[config.mk]
export PLATFORM = sky130hd
export DESIGN_NAME = elapsed_timer
export DESIGN_NICKNAME = d
export VERILOG_FILES = /design/src/rtl/elapsed_timer.sv
export SDC_FILE = /design/constraint.sdc
export NUM_CORES = 1
export LEC_CHECK = 0
export CAP_MARGIN = 5
export CORE_MARGIN = 3
export CORE_UTILIZATION = 42
export CTS_CLUSTER_DIAMETER = 60
export DETAILED_ROUTE_END_ITERATION = 7
export HOLD_SLACK_MARGIN = 0.15
export PLACE_DENSITY = 0.94
export RECOVER_POWER = 100
export SETUP_SLACK_MARGIN = 0.05
export SYNTH_ARGS = -nofsm -noshare
export SYNTH_HDL_FRONTEND = slang
export SYNTH_SLANG_ARGS = --single-unit
[constraint.sdc]
create_clock -name clk -period 4 [get_ports clk]
set_input_delay 0.4 -clock clk [delete_from_list [all_inputs] [get_ports clk]]
set_output_delay 0.4 -clock clk [all_outputs]
set_load 0.01 [all_outputs]
[src/rtl/elapsed_timer.sv]
module elapsed_timer #(
  parameter int          CNT_W   = 24,
  parameter int          IRQ_W   = 8,
  parameter int          DATA_W  = 32,
  parameter logic [7:0]  RD_CODE = 8'h27
) (
  input  logic              clk,
  input  logic              rst_n,
  input  logic              tick_10us,
  input  logic              cmd_valid,
  input  logic [7:0]        cmd_code,
  input  logic [DATA_W-1:0] wr_data,
  input  logic [IRQ_W-1:0]  irq_status,
  input  logic [IRQ_W-1:0]  irq_enable,
  output logic [DATA_W-1:0] rd_data,
  output logic              running
);
  localparam logic [7:0]       WR_CODE  = RD_CODE | 8'h80;
  localparam int               RUN_BIT  = DATA_W - 1;
  localparam int               RSV_W    = DATA_W - 1 - CNT_W;
  localparam logic [CNT_W-1:0] CNT_LAST = {{(CNT_W-1){1'b1}}, 1'b0};

  logic             run_q;
  logic [CNT_W-1:0] cnt_q;

  wire wr_hit  = cmd_valid && (cmd_code == WR_CODE);
  wire rd_hit  = cmd_valid && (cmd_code == RD_CODE);
  wire irq_hit = |(irq_status & irq_enable);

  always_ff @(posedge clk) begin
    if (!rst_n) begin
      run_q <= 1'b0;
      cnt_q <= '0;
    end else if (wr_hit) begin
      if (wr_data[RUN_BIT]) begin
        run_q <= 1'b1;
        cnt_q <= '0;
      end else begin
        run_q <= 1'b0;
      end
    end else if (run_q && irq_hit) begin
      run_q <= 1'b0;
    end else if (run_q && tick_10us) begin
      cnt_q <= cnt_q + 1'b1;
      if (cnt_q == CNT_LAST) run_q <= 1'b0;
    end
  end

  assign rd_data = rd_hit ? {run_q, {RSV_W{1'b0}}, cnt_q} : '0;
  assign running = run_q;
endmodule


Word level (Yosys, flattened, before mapping). Cells that the tools add are included. Widths: inputs -> output; s select.

Bits in registers: 25. Memories: 0. Latch bits: 0. Bits in read-only memories: 0. Bits in writable memories: 0. Output and inout port bits: 33. Logic and storage cells: 29.

Divide/modulo/power cells: 0. Order comparisons: 0. Bitwise gates (word level): 1. Multiplexer cells: 10. Eq/ne operators: 5. $mul: 0. Reduce and logical (&&, ||, !) cells: 10. Shift-type cells: 0. Add/subtract/negate cells: 1.

Operators with widths (count): $mux 24 (4); $mux 32 (1); $add 24x1->24 const B (1); $eq 24x24->1 const B (1); $and 8x8->8 (1); $eq 8x6->1 const B (1); $eq 8x8->1 const B (1); $reduce_or 8->1 (1); $reduce_bool 3->1 (2); $mux 1 (5); $logic_and 1x1->1 (4); $ne 2x2->1 const B (2); $reduce_and 3->1 (1); $reduce_and 2->1 (1); $reduce_bool 2->1 (1).

Longest topological paths before layout. Gate-level depths: netlist of the first run.

Word-level depth: 5. Mapped depth: 8. Depth with buffers taken out: 6.

Worst setup path before layout of the first run. No wires, ideal clock.

Path kind: input port to output port. Start: in cmd_code[4]. End: out rd_data[10]. Buffers on the path: 1. Path slack: 1830 ps. Stages: 5. Arrival time: 1770 ps. Data required time: 3600 ps. Cells stage by stage: nor4bb_1 > nand2_1 > nor2_1 > clkbuf_1 > and2_1.

Cells in the longest elaborated chain, start to end: 3.

RTL lines: start, declared (line 11) `input logic [7:0] cmd_code,`; $eq 8x6->1 (line 27) `wire rd_hit = cmd_valid && (cmd_code == RD_CODE);`; $logic_and 1x1->1 (line 27); $mux 32 (line 49) `assign rd_data = rd_hit ? {run_q, {RSV_W{1'b0}}, cnt_q} : '0;`; end, declared (line 15) `output logic [DATA_W-1:0] rd_data,`.

No other way between the ends.

Worst setup path after layout of the first run.
Start: in cmd_code[5]. End: out rd_data[12].

Same word-level chain as after synthesis.

==> results of run 1 <==
-- cells by family after synthesis --
kind of cell / share of synthesized area (%)
and+or+nand+nor: 36.2
AOI/OAI and AO/OA: 21.2
buffers and inverters: 8.76
DFF: 29.9
adders and majority gates: 1.50
xor gates and xnor gates: 1.05
muxes: 1.20
other: 0.224
-- final cells by class --
| type | count | area (sq um) |
|---|---|---|
| fill | 339 | 1520 |
| multi-input combinational | 170 | 1040 |
| timing repair buffer | 57 | 559 |
| sequential | 25 | 500 |
| tap | 48 | 60.1 |
| clock buffer | 4 | 45.0 |
| inverter | 6 | 22.5 |
-- state kept, by name (all words and copies together), names as in the netlist --
name and flops:
cnt_q 24, running 1
-- cell usage in the layout, fill, tap and decap left out, types with 3 or more instances in the layout --
cell type | Yosys | routed
conb_1 | 1 | 7
o21ai_0 | 3 | 3
a21oi_1 | 14 | 14
a41oi_1 | 3 | 3
and4_1 | 4 | 4
o31ai_1 | 3 | 3
nand2_1 | 18 | 18
nand2b_1 | 3 | 3
dfxtp_1 | 25 | 25
nor2_1 | 6 | 6
and2_1 | 20 | 20
o21a_1 | 4 | 4
clkbuf_8 | 0 | 3
a31oi_1 | 9 | 9
nand4_1 | 11 | 11
and3_1 | 4 | 5
inv_1 | 6 | 6
or4_1 | 5 | 5
a22oi_1 | 4 | 4
dlygate4sd3_1 | 0 | 27
nor3_1 | 9 | 9
nand3_1 | 15 | 15
o22a_1 | 4 | 4
clkdlybuf4s50_1 | 0 | 27
or3_1 | 2 | 3
-- power by group through the flow --
stage | clock network [mW] | registers (mW) | logic, mW
CTS | 0.156 | 0.249 | 0.0505
finish | 0.156 | 0.249 | 0.0501
global route | 0.164 | 0.249 | 0.0542
detailed placement | 0 | 0.254 | 0.0504
global placement | 0 | 0.254 | 0.0494
floorplan | 0 | 0.254 | 0.0228
-- how the worst max path moves through the flow --
stage	startpoint	to	slack, ns
after floorplan	cmd_code[4]	rd_data[10]	1.83
after global placement	cmd_code[5]	rd_data[2]	1.12
after detailed placement	cmd_code[5]	rd_data[12]	0.99
after CTS	cmd_code[5]	rd_data[12]	0.99
after global routing	cmd_code[5]	rd_data[12]	0.59
final	cmd_code[5]	rd_data[12]	0.76
-- metal layers --
| metal | vias to the layer above | track usage (%) | wire, um |
|---|---|---|---|
| li1 | 886 | - | - |
| met1 | 850 | 22.4 | 1940 |
| met2 | 127 | 31.4 | 2030 |
| met3 | 11 | 2.04 | 431 |
| met4 | 0 | 8.89 | 99 |
| met5 | - | 0 | 0 |
-- worst max-delay path: stages --
cell and delay [ns]:
dlygate4sd3_1 0.52, nor4bb_1 0.29, clkbuf_1 0.24, nand2_1 0.19, nor2_1 0.16, buf_4 0.22, and2_1 0.17, dlygate4sd3_1 0.63
-- per-stage QoR --
stage	setup WS (ns)	total power, mW	std cells
2_1_floorplan	1.83	0.277	221
4_1_cts	0.987	0.455	310
3_5_place_dp	0.988	0.305	306
5_1_grt	0.589	0.467	310
3_3_place_gp	1.12	0.304	306
6_report	0.759	0.454	310
==> results.md, run 1 <==
* Status: finished clean
* PortBufs at 54
* Root Driver: clkbuf_8
* Yosys warns at 0
* Crit. End Element: output port
* Top-area cell type share of the netlist area at 29.9%
* Drt first pass iters at 4
* First-pass GRT wire length at ~7.4 mm
* Setup slack, reg-to-reg at between 1.5 and 2 ns
* Worst Tran Pin Value at ~0.85 ns
* Drt drc at 0
* Core ar. at 0.00374 sq mm
* Seq/Total Area, Yosys at roughly 30%
* N_diodes at 0
* Beginning of the worst register-to-register path: cnt_q[0]$_SDFFE_PN0P_
* WS Path Type: in -> out
* Routed wire length at around 4.5 mm
* Hold path endpoint: cnt_q[22]$_SDFFE_PN0P_
* Flop pwr share at ~55%
* WHS at about 0.48 ns
* Number of max-cap violations at 0
* Die H at 69.1 um
* Peak supply drop at between 0.1 and 0.15 mV
* Largest net degree at the start of global routing at 22
* Die Footprint at approximately 0.0048 sq mm
* Vias per std cell at between 6 and 7
* Synth Register Bits at 25
* Gpl congestion at approximately 0.87
* Post-synth cell types at between 40 and 50
* Cts bufs inserted at 3
* CP startpoint kind: input pin
* Most used DFF post-synth: dfxtp_1
* Max FO, Critical Path at 19
* CTS clk-pin slew, worst paths at 0.09 ns
* Sw frac at around a quarter
* CTS Sinks at 25
* Die X at ~69 um
* CTS tree: yes
* Worst min path class: reg -> reg
* Routed Antenna Nets at 0
* Layout cells sized above 1 at around 2.3%
* Cells after Synth at 215
* Power Density at between 200 and 250 mW/mm^2
* Routed via count at 1,874
* Combinational Power Share at a little over a tenth
* Setup TNS at 0 ns
* Worst reg2reg path depth at 6
* Crit path required time at approximately 3.6 ns
* # setup viols final at 0
* Switching Power at 0.106 mW
* H-tree depth at 1
* Final Util at roughly three fifths
* Post-synthesis cell area at ~0.0017 sq mm
* Rows at 22
* Avg Cell Area, Syn at between 7 and 8 sq um
* RSZ-0062 raised after global routing: no
* Total global routing track utilization at between 15 and 20%
* Hold path startpoint: cnt_q[22]$_SDFFE_PN0P_
* Fmax at roughly 310 MHz
* EDFF count, synth at 0
* Pins Over Slew Limit at 0
* Clk network pwr share at about 34%
* Ratio of final minimum period to clock period at about four fifths
* Leakage Power at ~0.86 nW
* WL per Instance at 14.5 um
* Crit path DAT at between 2 and 3 ns
* Top cells by area, synth: dfxtp_1 30%, and2_1 7.5%, nand3_1 4.5%, a21oi_1 4.2%, nand4_1 4.1%
* Initial Utilization at 44.7%
* Final std cell area, no fill at about 0.0022 sq mm
* Cell Area, Placed at between 0.002 and 0.0025 sq mm
* Postcts setup bufs at 0
* Internal power at 0.348 mW
* Vias in the first global route at roughly 1,700
* Async set or reset register ratio after synthesis at 0%
* Max-Slew Margin vs Limit at between 40% and 50%
* GRT overflow at 0
* Hold-fix buffers, CTS at 0
* Initial antenna violation count at 0
* Min Clock Period, post-route at roughly 3.2 ns
* Clock Path Buffers at 2
* Nets@finish at approximately 330
* Area Overhead vs Synth at 33.1%
* Final hold viol count at 0
* Initial DRC count at around 210
* Worst skew pair latency at between 0.2 and 0.3 ns
* Hold depth at 2
* Area leader, netlist: dfxtp_1
* Final HPWL DP at about 3.3 mm
* Most frequent cell after synthesis: dfxtp_1
* Post_cts resized at 0
* R2R Path End: cnt_q[20]$_SDFFE_PN0P_
* Top cells by count, synth: 25 x dfxtp_1, 20 x and2_1, 18 x nand2_1
* Ports at between 90 and 100
* Clk_skew at a little over 0.008 ns
No activity file was read; power rests on OpenSTA's default activity.
==> inputs of run 2 (changes only) <==
--- a/config.mk
+++ b/config.mk
@@ -7,11 +7,11 @@
 export LEC_CHECK = 0
 export CAP_MARGIN = 5
 export CORE_MARGIN = 3
-export CORE_UTILIZATION = 42
+export CORE_UTILIZATION = 35
 export CTS_CLUSTER_DIAMETER = 60
 export DETAILED_ROUTE_END_ITERATION = 7
 export HOLD_SLACK_MARGIN = 0.15
-export PLACE_DENSITY = 0.94
+export PLACE_DENSITY = 0.85
 export RECOVER_POWER = 100
 export SETUP_SLACK_MARGIN = 0.05
 export SYNTH_ARGS = -nofsm -noshare
==> constraint.sdc (replaced) <==
create_clock -name clk -period 2.9 [get_ports clk]
set_input_delay 0.29 -clock clk [delete_from_list [all_inputs] [get_ports clk]]
set_output_delay 0.29 -clock clk [all_outputs]
set_load 0.01 [all_outputs]
==> run 2 against run 1 <==
Count of clock-buffer cells in the layout did not move. Non-clock buffer count rose by 5. Register-to-register slack worse by 1.1 ns. Critical path type unchanged. Design area up 1.7%.
==> results.md, run 2 (synthesis results as in run 1) <==
* N_diodes at 0 (unchanged)
* Drt first pass iters at 5 (was 4)
* First-pass GRT wire length at 7.38 mm (was 7.36 mm)
* Max FO, Critical Path at 6 (was 19)
* Die X at 75.1 um (was 69.1 um)
* H-tree depth at 1 (unchanged)
* Commonest non-fill, non-tap cell in the layout: clkdlybuf4s50_1
* PortBufs at 54 (unchanged)
* Crit. End Element: output port (unchanged)
* Power Density at 277 mW/mm^2 (was 204 mW/mm^2)
* Largest net degree at the start of global routing at 22 (unchanged)
* Crit path DAT at 2.33 ns (was 2.84 ns)
* Total power at 0.628 mW (was 0.454 mW)
* Crit-path cells: dlygate4sd3_1, and4b_1, nand2_1, nor2_1, buf_4, and2_1, dlygate4sd3_1 (was dlygate4sd3_1, nor4bb_1, clkbuf_1, nand2_1, nor2_1, buf_4, and2_1, dlygate4sd3_1)
* WL per Instance at 14.0 um (was 14.5 um)
* Initial antenna violation count at 0 (unchanged)
* Total global routing track utilization at 16.4% (was 18.2%)
* # fillers at 434 (was 339)
* Routed via count at 1,857 (was 1,874)
* Min Clock Period, post-route at ~2.6 ns
* Leakage Power at 0.824 nW (was 0.856 nW)
* Multi-input gate area at 0.00104 sq mm (unchanged)
* Register area at 500 sq um (unchanged)
* WP buf/inv at 3 (was 4)
* Cts bufs inserted at 3 (unchanged)
* Largest Register: cnt_q (unchanged)
* Initial DRC count at 174 (was 208)
* Routed Antenna Nets at 0 (unchanged)
* Root Driver: clkbuf_8 (unchanged)
* Vias per std cell at 5.82 (was 6.05)
* CP startpoint kind: input pin (unchanged)
* RSZ-0062 raised after global routing: no (unchanged)
* Post_cts resized at 0 (unchanged)
* Layout cells sized above 1 at 3.75% (was 2.29%)
* PnR worst setup slack at 0.279 ns (was 0.759 ns)
* Worst Tran Pin Value at 0.662 ns (was 0.845 ns)
* Core ar. at 0.00447 sq mm (was 0.00374 sq mm)
* GRT overflow at 0 (unchanged)
* Routed wire length at 4.48 mm (was 4.51 mm)
* WS Path Type: in -> out (unchanged)
* Die H at 75.1 um (was 69.1 um)
* Vias in the first global route at 1,702 (was 1,733)
* Setup TNS at 0 ns (unchanged)
* Fmax at approximately 380 MHz
* Gpl congestion at 0.827 (was 0.868)
* Crit path max-delay family: buffers and inverters (unchanged)
* Postcts setup bufs at 0 (unchanged)
* CTS tree: yes (unchanged)
* Die Footprint at 0.00564 sq mm (was 0.00477 sq mm)
* Setup slack, reg-to-reg at 0.60 ns (was 1.73 ns)
* Most frequent CP cell: dlygate4sd3_1 (unchanged)
* Clk_skew at 0.00169 ns (was 0.00828 ns)
* Pins Over Slew Limit at 0 (unchanged)
* # setup viols final at 0 (unchanged)
* Drt drc at 0 (unchanged)
* Initial Utilization at 37.4% (was 44.7%)
* Status: finished clean (unchanged)
* Commonest non-fill, non-tap cells in the layout: 42 x clkdlybuf4s50_1, 25 x dfxtp_1, 20 x and2_1 (was 27 x clkdlybuf4s50_1, 27 x dlygate4sd3_1, 25 x dfxtp_1)
* Max-Slew Margin vs Limit at 55.9% (was 42.9%)
* Number of max-cap violations at 0 (unchanged)
* Area Overhead vs Synth at 35.4% (was 33.1%)
* CTS clk-pin slew, worst paths at 0.09 ns (about the same)
* Worst min path class: reg -> reg (unchanged)
* CTS Sinks at 25 (unchanged)
* Max reg flops at 24 (unchanged)
* Final hold viol count at 0 (unchanged)
* Hold-fix buffers, CTS at 0 (unchanged)
* Final HPWL DP at 3.41 mm (was 3.34 mm)
* Clock Path Buffers at 2 (unchanged)
* Rows at 24 (was 22)
* Slowest stage delay, CP at 0.62 ns (was 0.63 ns)
* Peak supply drop at 0.143 mV (was 0.116 mV)
* Crit-path slowest cell: dlygate4sd3_1 (unchanged)
* Crit path required time at 2.61 ns (was 3.60 ns)
* Ratio of final minimum period to clock period at roughly nine tenths
* Ports at 93 (unchanged)
* Worst skew pair latency at 0.27 ns (was 0.28 ns)
* Pre-CTS setup slack at 0.352 ns (was 0.988 ns)
* Nets@finish at 330 (was 325)
## run 2: changes by cell type in the layout (fill, tap and decap cells not counted), sizes merged
cell           previous run  this run
clkbuf                    5         6
dlygate4sd3              27        12
buf                       2         6
clkdlybuf4s50            27        42
## run 2: worst register-to-register path: cells and delay by family (launching register included)
| kind | cells | cell delay, ns |
|---|---|---|
| compound gates | 1 | 0.15 |
| simple gates | 4 | 1.41 |
| flops | 1 | 0.44 |
| fa+ha+maj | 1 | 0.22 |
## run 2: worst paths after layout
path                               start                     end  cells after the start
hold / removal    cnt_q[22]$_SDFFE_PN0P_  cnt_q[22]$_SDFFE_PN0P_                      2
setup reg to reg   cnt_q[1]$_SDFFE_PN0P_  cnt_q[20]$_SDFFE_PN0P_                      6
hold reg to reg   cnt_q[22]$_SDFFE_PN0P_  cnt_q[22]$_SDFFE_PN0P_                      2
setup / recovery             cmd_code[3]             rd_data[12]                      7
## run 2: cell type report
class	count	share of cell area, %
multi-input cells	170	45.8
repair buffers	62	26.2
flip-flops and latches	25	22.1
well taps	52	2.87
clock buffers	4	1.99
inverters	6	0.995
## run 2: per-layer routing
layer  wire (um)  share of wire [%]  global-route usage (%)  vias to the layer above
met5           0                  0                       0                        -
met3         420                9.4                    2.54                        9
met4          69                1.5                    5.34                        0
met1        1870                 42                    21.7                      840
met2        2110                 47                    27.4                      112
li1            -                  -                       -                      896
## run 2: power by group
group	leakage [nW]	switching [mW]	total [mW]	internal [mW]
clock	0.0228	0.115	0.213	0.0985
combinational	0.600	0.0309	0.0719	0.0410
sequential	0.201	0.0000101	0.343	0.343
## run 2: stage by stage
step | util (%) | cells | hold slack [ns] | instance area [sq um]
6_report | 50.6 | 319 | 0.486 | 2260
5_1_grt | 50.6 | 319 | 0.540 | 2260
4_1_cts | 51.0 | 319 | 0.493 | 2280
3_5_place_dp | 50.0 | 315 | 0.477 | 2240
3_3_place_gp | 50.0 | 315 | 0.470 | 2240
2_1_floorplan | - | 221 | 0.407 | 1690
